$ cat config.mk
export PLATFORM = sky130hd
export DESIGN_NAME = audio_fifo_pair
export DESIGN_NICKNAME = d
export VERILOG_FILES = /design/src/rtl/afifo_pkg.sv /design/src/rtl/afifo_store.sv /design/src/rtl/afifo_flags.sv /design/src/rtl/audio_fifo_pair.sv
export SDC_FILE = /design/constraint.sdc
export NUM_CORES = 1
export LEC_CHECK = 0
export ABC_AREA = 0
export BUFFER_PORTS_ARGS = -buffer_cell sky130_fd_sc_hd__buf_2
export CORE_AREA = 2 2 262 186
export DETAILED_ROUTE_END_ITERATION = 7
export DIE_AREA = 0 0 264 188
export SYNTH_ARGS = -nofsm -noshare
export SYNTH_HDL_FRONTEND = slang
export SYNTH_SLANG_ARGS = --single-unit
$ cat constraint.sdc
create_clock -name clk_i -period 15.46 [get_ports clk_i]
set_clock_uncertainty 0.2 [all_clocks]
set_input_delay 3.092 -clock clk_i [delete_from_list [all_inputs] [get_ports clk_i]]
set_output_delay 3.092 -clock clk_i [all_outputs]
set_load 0.005 [all_outputs]
$ cat src/rtl/afifo_pkg.sv
package afifo_pkg;
  parameter int DATA_W = 32;
  parameter int DEPTH  = 8;
  parameter int TH_W   = 3;
  parameter int LVL_W  = $clog2(DEPTH + 1);
endpackage

$ cat src/rtl/afifo_store.sv
module afifo_store #(
  parameter int DATA_W = afifo_pkg::DATA_W,
  parameter int DEPTH  = afifo_pkg::DEPTH,
  parameter int LVL_W  = afifo_pkg::LVL_W
) (
  input  logic              clk_i,
  input  logic              rst_ni,
  input  logic              push_i,
  input  logic              pop_i,
  input  logic              flush_i,
  input  logic [DATA_W-1:0] wdata_i,
  output logic [DATA_W-1:0] rdata_o,
  output logic [LVL_W-1:0]  level_o,
  output logic              ovf_o,
  output logic              unf_o
);
  localparam int PTR_W = (DEPTH > 1) ? $clog2(DEPTH) : 1;
  localparam logic [PTR_W-1:0] LAST = PTR_W'(DEPTH - 1);
  localparam logic [LVL_W-1:0] FULL = LVL_W'(DEPTH);

  logic [DATA_W-1:0] mem_q [DEPTH];
  logic [PTR_W-1:0]  wr_q, rd_q;
  logic [LVL_W-1:0]  cnt_q;
  logic              ovf_q, unf_q;
  logic              full, empty, push_ok, pop_ok;

  assign full    = (cnt_q == FULL);
  assign empty   = (cnt_q == '0);
  assign push_ok = push_i && !full && !flush_i;
  assign pop_ok  = pop_i && !empty && !flush_i;

  // storage has no reset: a flush moves pointers only
  always_ff @(posedge clk_i) begin
    if (push_ok) mem_q[wr_q] <= wdata_i;
  end

  always_ff @(posedge clk_i or negedge rst_ni) begin
    if (!rst_ni) begin
      wr_q  <= '0;
      rd_q  <= '0;
      cnt_q <= '0;
      ovf_q <= 1'b0;
      unf_q <= 1'b0;
    end else if (flush_i) begin
      wr_q  <= '0;
      rd_q  <= '0;
      cnt_q <= '0;
      ovf_q <= 1'b0;
      unf_q <= 1'b0;
    end else begin
      if (push_ok) wr_q <= (wr_q == LAST) ? '0 : wr_q + 1'b1;
      if (pop_ok)  rd_q <= (rd_q == LAST) ? '0 : rd_q + 1'b1;
      if (push_ok && !pop_ok)      cnt_q <= cnt_q + 1'b1;
      else if (pop_ok && !push_ok) cnt_q <= cnt_q - 1'b1;
      if (push_i && full) ovf_q <= 1'b1;
      if (pop_i && empty) unf_q <= 1'b1;
    end
  end

  assign rdata_o = mem_q[rd_q];
  assign level_o = cnt_q;
  assign ovf_o   = ovf_q;
  assign unf_o   = unf_q;
endmodule

$ cat src/rtl/afifo_flags.sv
module afifo_flags #(
  parameter int DEPTH = afifo_pkg::DEPTH,
  parameter int TH_W  = afifo_pkg::TH_W,
  parameter int LVL_W = afifo_pkg::LVL_W,
  parameter bit IS_RX = 1'b0
) (
  input  logic [LVL_W-1:0] level_i,
  input  logic [TH_W-1:0]  thresh_i,
  input  logic             dma_en_i,
  output logic             thresh_o,
  output logic             dreq_o
);
  localparam logic [LVL_W-1:0] FULL = LVL_W'(DEPTH);
  logic [LVL_W-1:0] th_ext;
  assign th_ext = LVL_W'(thresh_i);

  generate
    if (IS_RX) begin : g_rx
      // field N means N+1 words
      assign thresh_o = (level_i >= th_ext + LVL_W'(1));
      assign dreq_o   = dma_en_i && (level_i != '0);
    end else begin : g_tx
      assign thresh_o = (level_i <= th_ext);
      assign dreq_o   = dma_en_i && (level_i != FULL);
    end
  endgenerate
endmodule

$ cat src/rtl/audio_fifo_pair.sv
module audio_fifo_pair #(
  parameter int DATA_W = afifo_pkg::DATA_W,
  parameter int DEPTH  = afifo_pkg::DEPTH,
  parameter int TH_W   = afifo_pkg::TH_W,
  parameter int LVL_W  = $clog2(DEPTH + 1)
) (
  input  logic              clk_i,
  input  logic              rst_ni,
  input  logic              tx_push_i,
  input  logic [DATA_W-1:0] tx_wdata_i,
  input  logic              tx_pop_i,
  output logic [DATA_W-1:0] tx_data_o,
  input  logic              tx_flush_i,
  input  logic [TH_W-1:0]   tx_thresh_i,
  input  logic              tx_dma_en_i,
  output logic [LVL_W-1:0]  tx_level_o,
  output logic              tx_thresh_o,
  output logic              tx_dreq_o,
  output logic              tx_ovf_o,
  output logic              tx_unf_o,
  input  logic              rx_push_i,
  input  logic [DATA_W-1:0] rx_wdata_i,
  input  logic              rx_pop_i,
  output logic [DATA_W-1:0] rx_data_o,
  input  logic              rx_flush_i,
  input  logic [TH_W-1:0]   rx_thresh_i,
  input  logic              rx_dma_en_i,
  output logic [LVL_W-1:0]  rx_level_o,
  output logic              rx_thresh_o,
  output logic              rx_dreq_o,
  output logic              rx_ovf_o,
  output logic              rx_unf_o
);
  afifo_store #(.DATA_W(DATA_W), .DEPTH(DEPTH), .LVL_W(LVL_W)) u_tx_store (
    .clk_i, .rst_ni,
    .push_i(tx_push_i), .pop_i(tx_pop_i), .flush_i(tx_flush_i),
    .wdata_i(tx_wdata_i), .rdata_o(tx_data_o), .level_o(tx_level_o),
    .ovf_o(tx_ovf_o), .unf_o(tx_unf_o)
  );

  afifo_flags #(.DEPTH(DEPTH), .TH_W(TH_W), .LVL_W(LVL_W), .IS_RX(1'b0)) u_tx_flags (
    .level_i(tx_level_o), .thresh_i(tx_thresh_i), .dma_en_i(tx_dma_en_i),
    .thresh_o(tx_thresh_o), .dreq_o(tx_dreq_o)
  );

  afifo_store #(.DATA_W(DATA_W), .DEPTH(DEPTH), .LVL_W(LVL_W)) u_rx_store (
    .clk_i, .rst_ni,
    .push_i(rx_push_i), .pop_i(rx_pop_i), .flush_i(rx_flush_i),
    .wdata_i(rx_wdata_i), .rdata_o(rx_data_o), .level_o(rx_level_o),
    .ovf_o(rx_ovf_o), .unf_o(rx_unf_o)
  );

  afifo_flags #(.DEPTH(DEPTH), .TH_W(TH_W), .LVL_W(LVL_W), .IS_RX(1'b1)) u_rx_flags (
    .level_i(rx_level_o), .thresh_i(rx_thresh_i), .dma_en_i(rx_dma_en_i),
    .thresh_o(rx_thresh_o), .dreq_o(rx_dreq_o)
  );
endmodule

==> metrics.txt <==
status=completed; Critical R2R Capture=u_rx_store.mem_q[3][10]$_DFFE_PP_; WHS=0.307 ns; layout cell share with drive strength beyond 1=0.403; global-route wire length before repair=roughly 63000 um; Critical Path Fanout Max=3; Mean Syn Cell Area=roughly 22 um^2; maximum operating frequency=130 MHz; number of nets in the layout=1232; Post-CTS Setup Bufs=0; reg2reg setup slack=~13 ns; register bit total from synthesis=536; reg2reg start=u_rx_store.level_o[1]$_DFFE_PN0P_; Critical Path Sink=rx_thresh_o; leak pwr=slightly below 0.008 uW; worst-path cell with the longest stage delay=ha_1; row count=67; Port-buffer cells=roughly 160; Final setup viols=0; final WL=between 40000 and 50000 um; Seq/Total Area, Yosys=0.762; initial antenna violation count=2; CTS Root Cell=clkbuf_16; Worst-path clk slew=~0.07 ns; initial DRC count=around 730; area added between synthesis and finish=15.3%; CP Class=in2out; DP Worst Slack=slightly below 8 ns; CTS tree=yes; ys flop type=edfxtp_1; Detailed Routing Iterations Pass 1=4; Final min period=slightly below 8 ns; largest net degree at the start of global routing=65; Startpoint Class=primary input; GP Congestion=just over 0.7; global route overflow=0; total global-route track usage=0.169; most frequent cells in the layout=512 x edfxtp_1, 159 x buf_2, 128 x mux4_2; Least-Margin Pin Slew=slightly below 1 ns; Stages on worst setup path=8; most used cell, CP=a21o_1; count of non-filler cells in the finished layout=1792; Cell Pwr Density=149 nW/um^2; # DRC=0; via count=a little under 10000; Slew Limit Fails=0; RSZ-0062 raised after global routing=no; Max VDD drop=95.7 uV; Crit. End Element=output port; number of global-route vias before repair=a little over 10000; worst hold path type=reg2reg; Clock Latency Late Sink=0.58 ns; post-route ant nets=0; post-DP HPWL=about 22000 um; H-tree depth=2; Post-Syn Instances=~940; Clock Path Buffers=3; Worst Setup SP=rx_thresh_i[0]; final hold vios=0; final worst path period share=0.497; WP data arrival=roughly 4.4 ns; EDFF count, synth=512; Fin Setup TNS=0 ns; max cap viols=0; die area=between 40000 and 50000 um^2; Mapped Nets=approximately 1000; synth warn=0; Critical Path RT=between 10 and 15 ns; commonest non-fill, non-tap cell in the layout=edfxtp_1; setup ws final=between 7 and 8 ns; worst rel slew slack=0.349; DIE HEIGHT=188 um; reg2reg path depth=5; cts-stage hold buffer count=0; Synth cell types=52; crit path cell chain=buf_2 > ha_1 > inv_1 > ha_1 > a21o_1 > a21o_1 > a21o_1 > buf_2; I/O pins=160; # resized after CTS=0; CP Buf/Inv Count=3; Placed Cells=about 1700; FFs w/ async S/R, synth=0.0448; CP max stage delay=approximately 0.27 ns; Crit path max-delay family=adder cells; Die W=about 260 um; # diodes=0; vias per std cell=between 5 and 6; Clock Sinks=roughly 540; DR WL/cell=22.9 um; CTS Buf Count=a little over 50; initial core utilization=0.444; area of the core=roughly 47000 um^2; Synth Cell Area=21000 um^2
cells in the mapped netlist (2+ instances only):
master,instances,share of area
a211oi_1,3,0.0011
a21o_1,3,0.0011
a21oi_1,12,0.0029
a31oi_1,5,0.0015
buf_1,6,0.0011
buf_2,8,0.0019
buf_4,5,0.0018
buf_6,4,0.0021
clkbuf_1,20,0.0036
dfrtp_1,24,0.029
edfxtp_1,512,0.73
fa_1,2,0.0019
ha_1,19,0.011
inv_1,15,0.0027
mux2_2,64,0.034
mux2i_1,7,0.0033
mux4_2,128,0.14
nand2_1,16,0.0029
nand2b_1,5,0.0015
nand3_1,4,0.00095
nor2_1,27,0.0048
nor3_1,8,0.0019
nor3b_1,4,0.0014
nor4b_1,2,0.00084
o211ai_1,2,0.00072
o21ai_0,3,0.00072
or3_1,3,0.00089
xnor2_1,5,0.0021
xor2_1,2,0.00084
through the flow:
step,utilization,power [uW],area (um^2)
3_3_place_gp,0.478,2460,22600
3_5_place_dp,0.478,2470,22600
4_1_cts,0.511,3650,24200
6_report,0.511,3600,24200
2_1_floorplan,-,2240,21000
5_1_grt,0.511,3770,24200
worst min-delay path: stages (launching register included):
cell     delay, ns
dfrtp_1       0.35
a31oi_1       0.05
nor2_1        0.07
cells by family (layout without fill, tap and decap cells):
logic type / after synthesis / after routing / share of synthesized area
simple gates: 77 / 77 / 0.0182
mux: 199 / 199 / 0.175
fa+ha+maj: 21 / 21 / 0.0132
buf+inv: 59 / 289 / 0.0135
flops: 536 / 536 / 0.762
compound gates: 42 / 42 / 0.0152
xor+xnor: 7 / 7 / 0.00292
layout make-up:
cell class / instances / area, um^2
clock inverters: 28 / 245
inverters: 15 / 56.3
multi-input cells: 346 / 4810
flip-flops and latches: 536 / 16000
fillers: 3792 / 23100
clock buffers: 65 / 1340
repair buffers: 181 / 961
well taps: 621 / 777
worst min path at each step:
stage / start / end / slack (ns) / cells after the start
after floorplan: u_rx_store.ovf_o$_DFFE_PN0P_ / u_rx_store.ovf_o$_DFFE_PN0P_ / 0.29 / 2
after global placement: u_tx_store.unf_o$_DFFE_PN0P_ / u_tx_store.unf_o$_DFFE_PN0P_ / 0.28 / 2
after detailed placement: u_tx_store.unf_o$_DFFE_PN0P_ / u_tx_store.unf_o$_DFFE_PN0P_ / 0.29 / 2
after CTS: u_tx_store.unf_o$_DFFE_PN0P_ / u_tx_store.unf_o$_DFFE_PN0P_ / 0.30 / 2
after global routing: u_rx_store.unf_o$_DFFE_PN0P_ / u_rx_store.unf_o$_DFFE_PN0P_ / 0.34 / 2
final: u_tx_store.unf_o$_DFFE_PN0P_ / u_tx_store.unf_o$_DFFE_PN0P_ / 0.31 / 2
power breakdown:
group          total [uW]  switching [uW]  internal (uW)
sequential           1710            67.9           1640
combinational         707             318            389
clock                1180             528            651
total                3600             914           2680
routing by layer:
| layer | track usage | share of wire | wire length (um) |
|---|---|---|---|
| met5 | 0 | 0.00027 | 11 |
| met4 | 0.0411 | 0.016 | 638 |
| met3 | 0.0303 | 0.050 | 2050 |
| met2 | 0.261 | 0.48 | 19600 |
| met1 | 0.250 | 0.45 | 18600 |
flip-flops by register name (all words and copies together), names as in the netlist:
| register | flops |
|---|---|
| u_rx_store.mem_q | 256 |
| u_tx_store.mem_q | 256 |
| u_rx_store.level_o | 4 |
| u_tx_store.level_o | 4 |
| u_rx_store.rd_q | 3 |
| u_rx_store.wr_q | 3 |
| u_tx_store.rd_q | 3 |
| u_tx_store.wr_q | 3 |
| u_rx_store.ovf_o | 1 |
| u_rx_store.unf_o | 1 |
| u_tx_store.ovf_o | 1 |
| u_tx_store.unf_o | 1 |
Note: power is estimated with default switching activity, not from simulation.
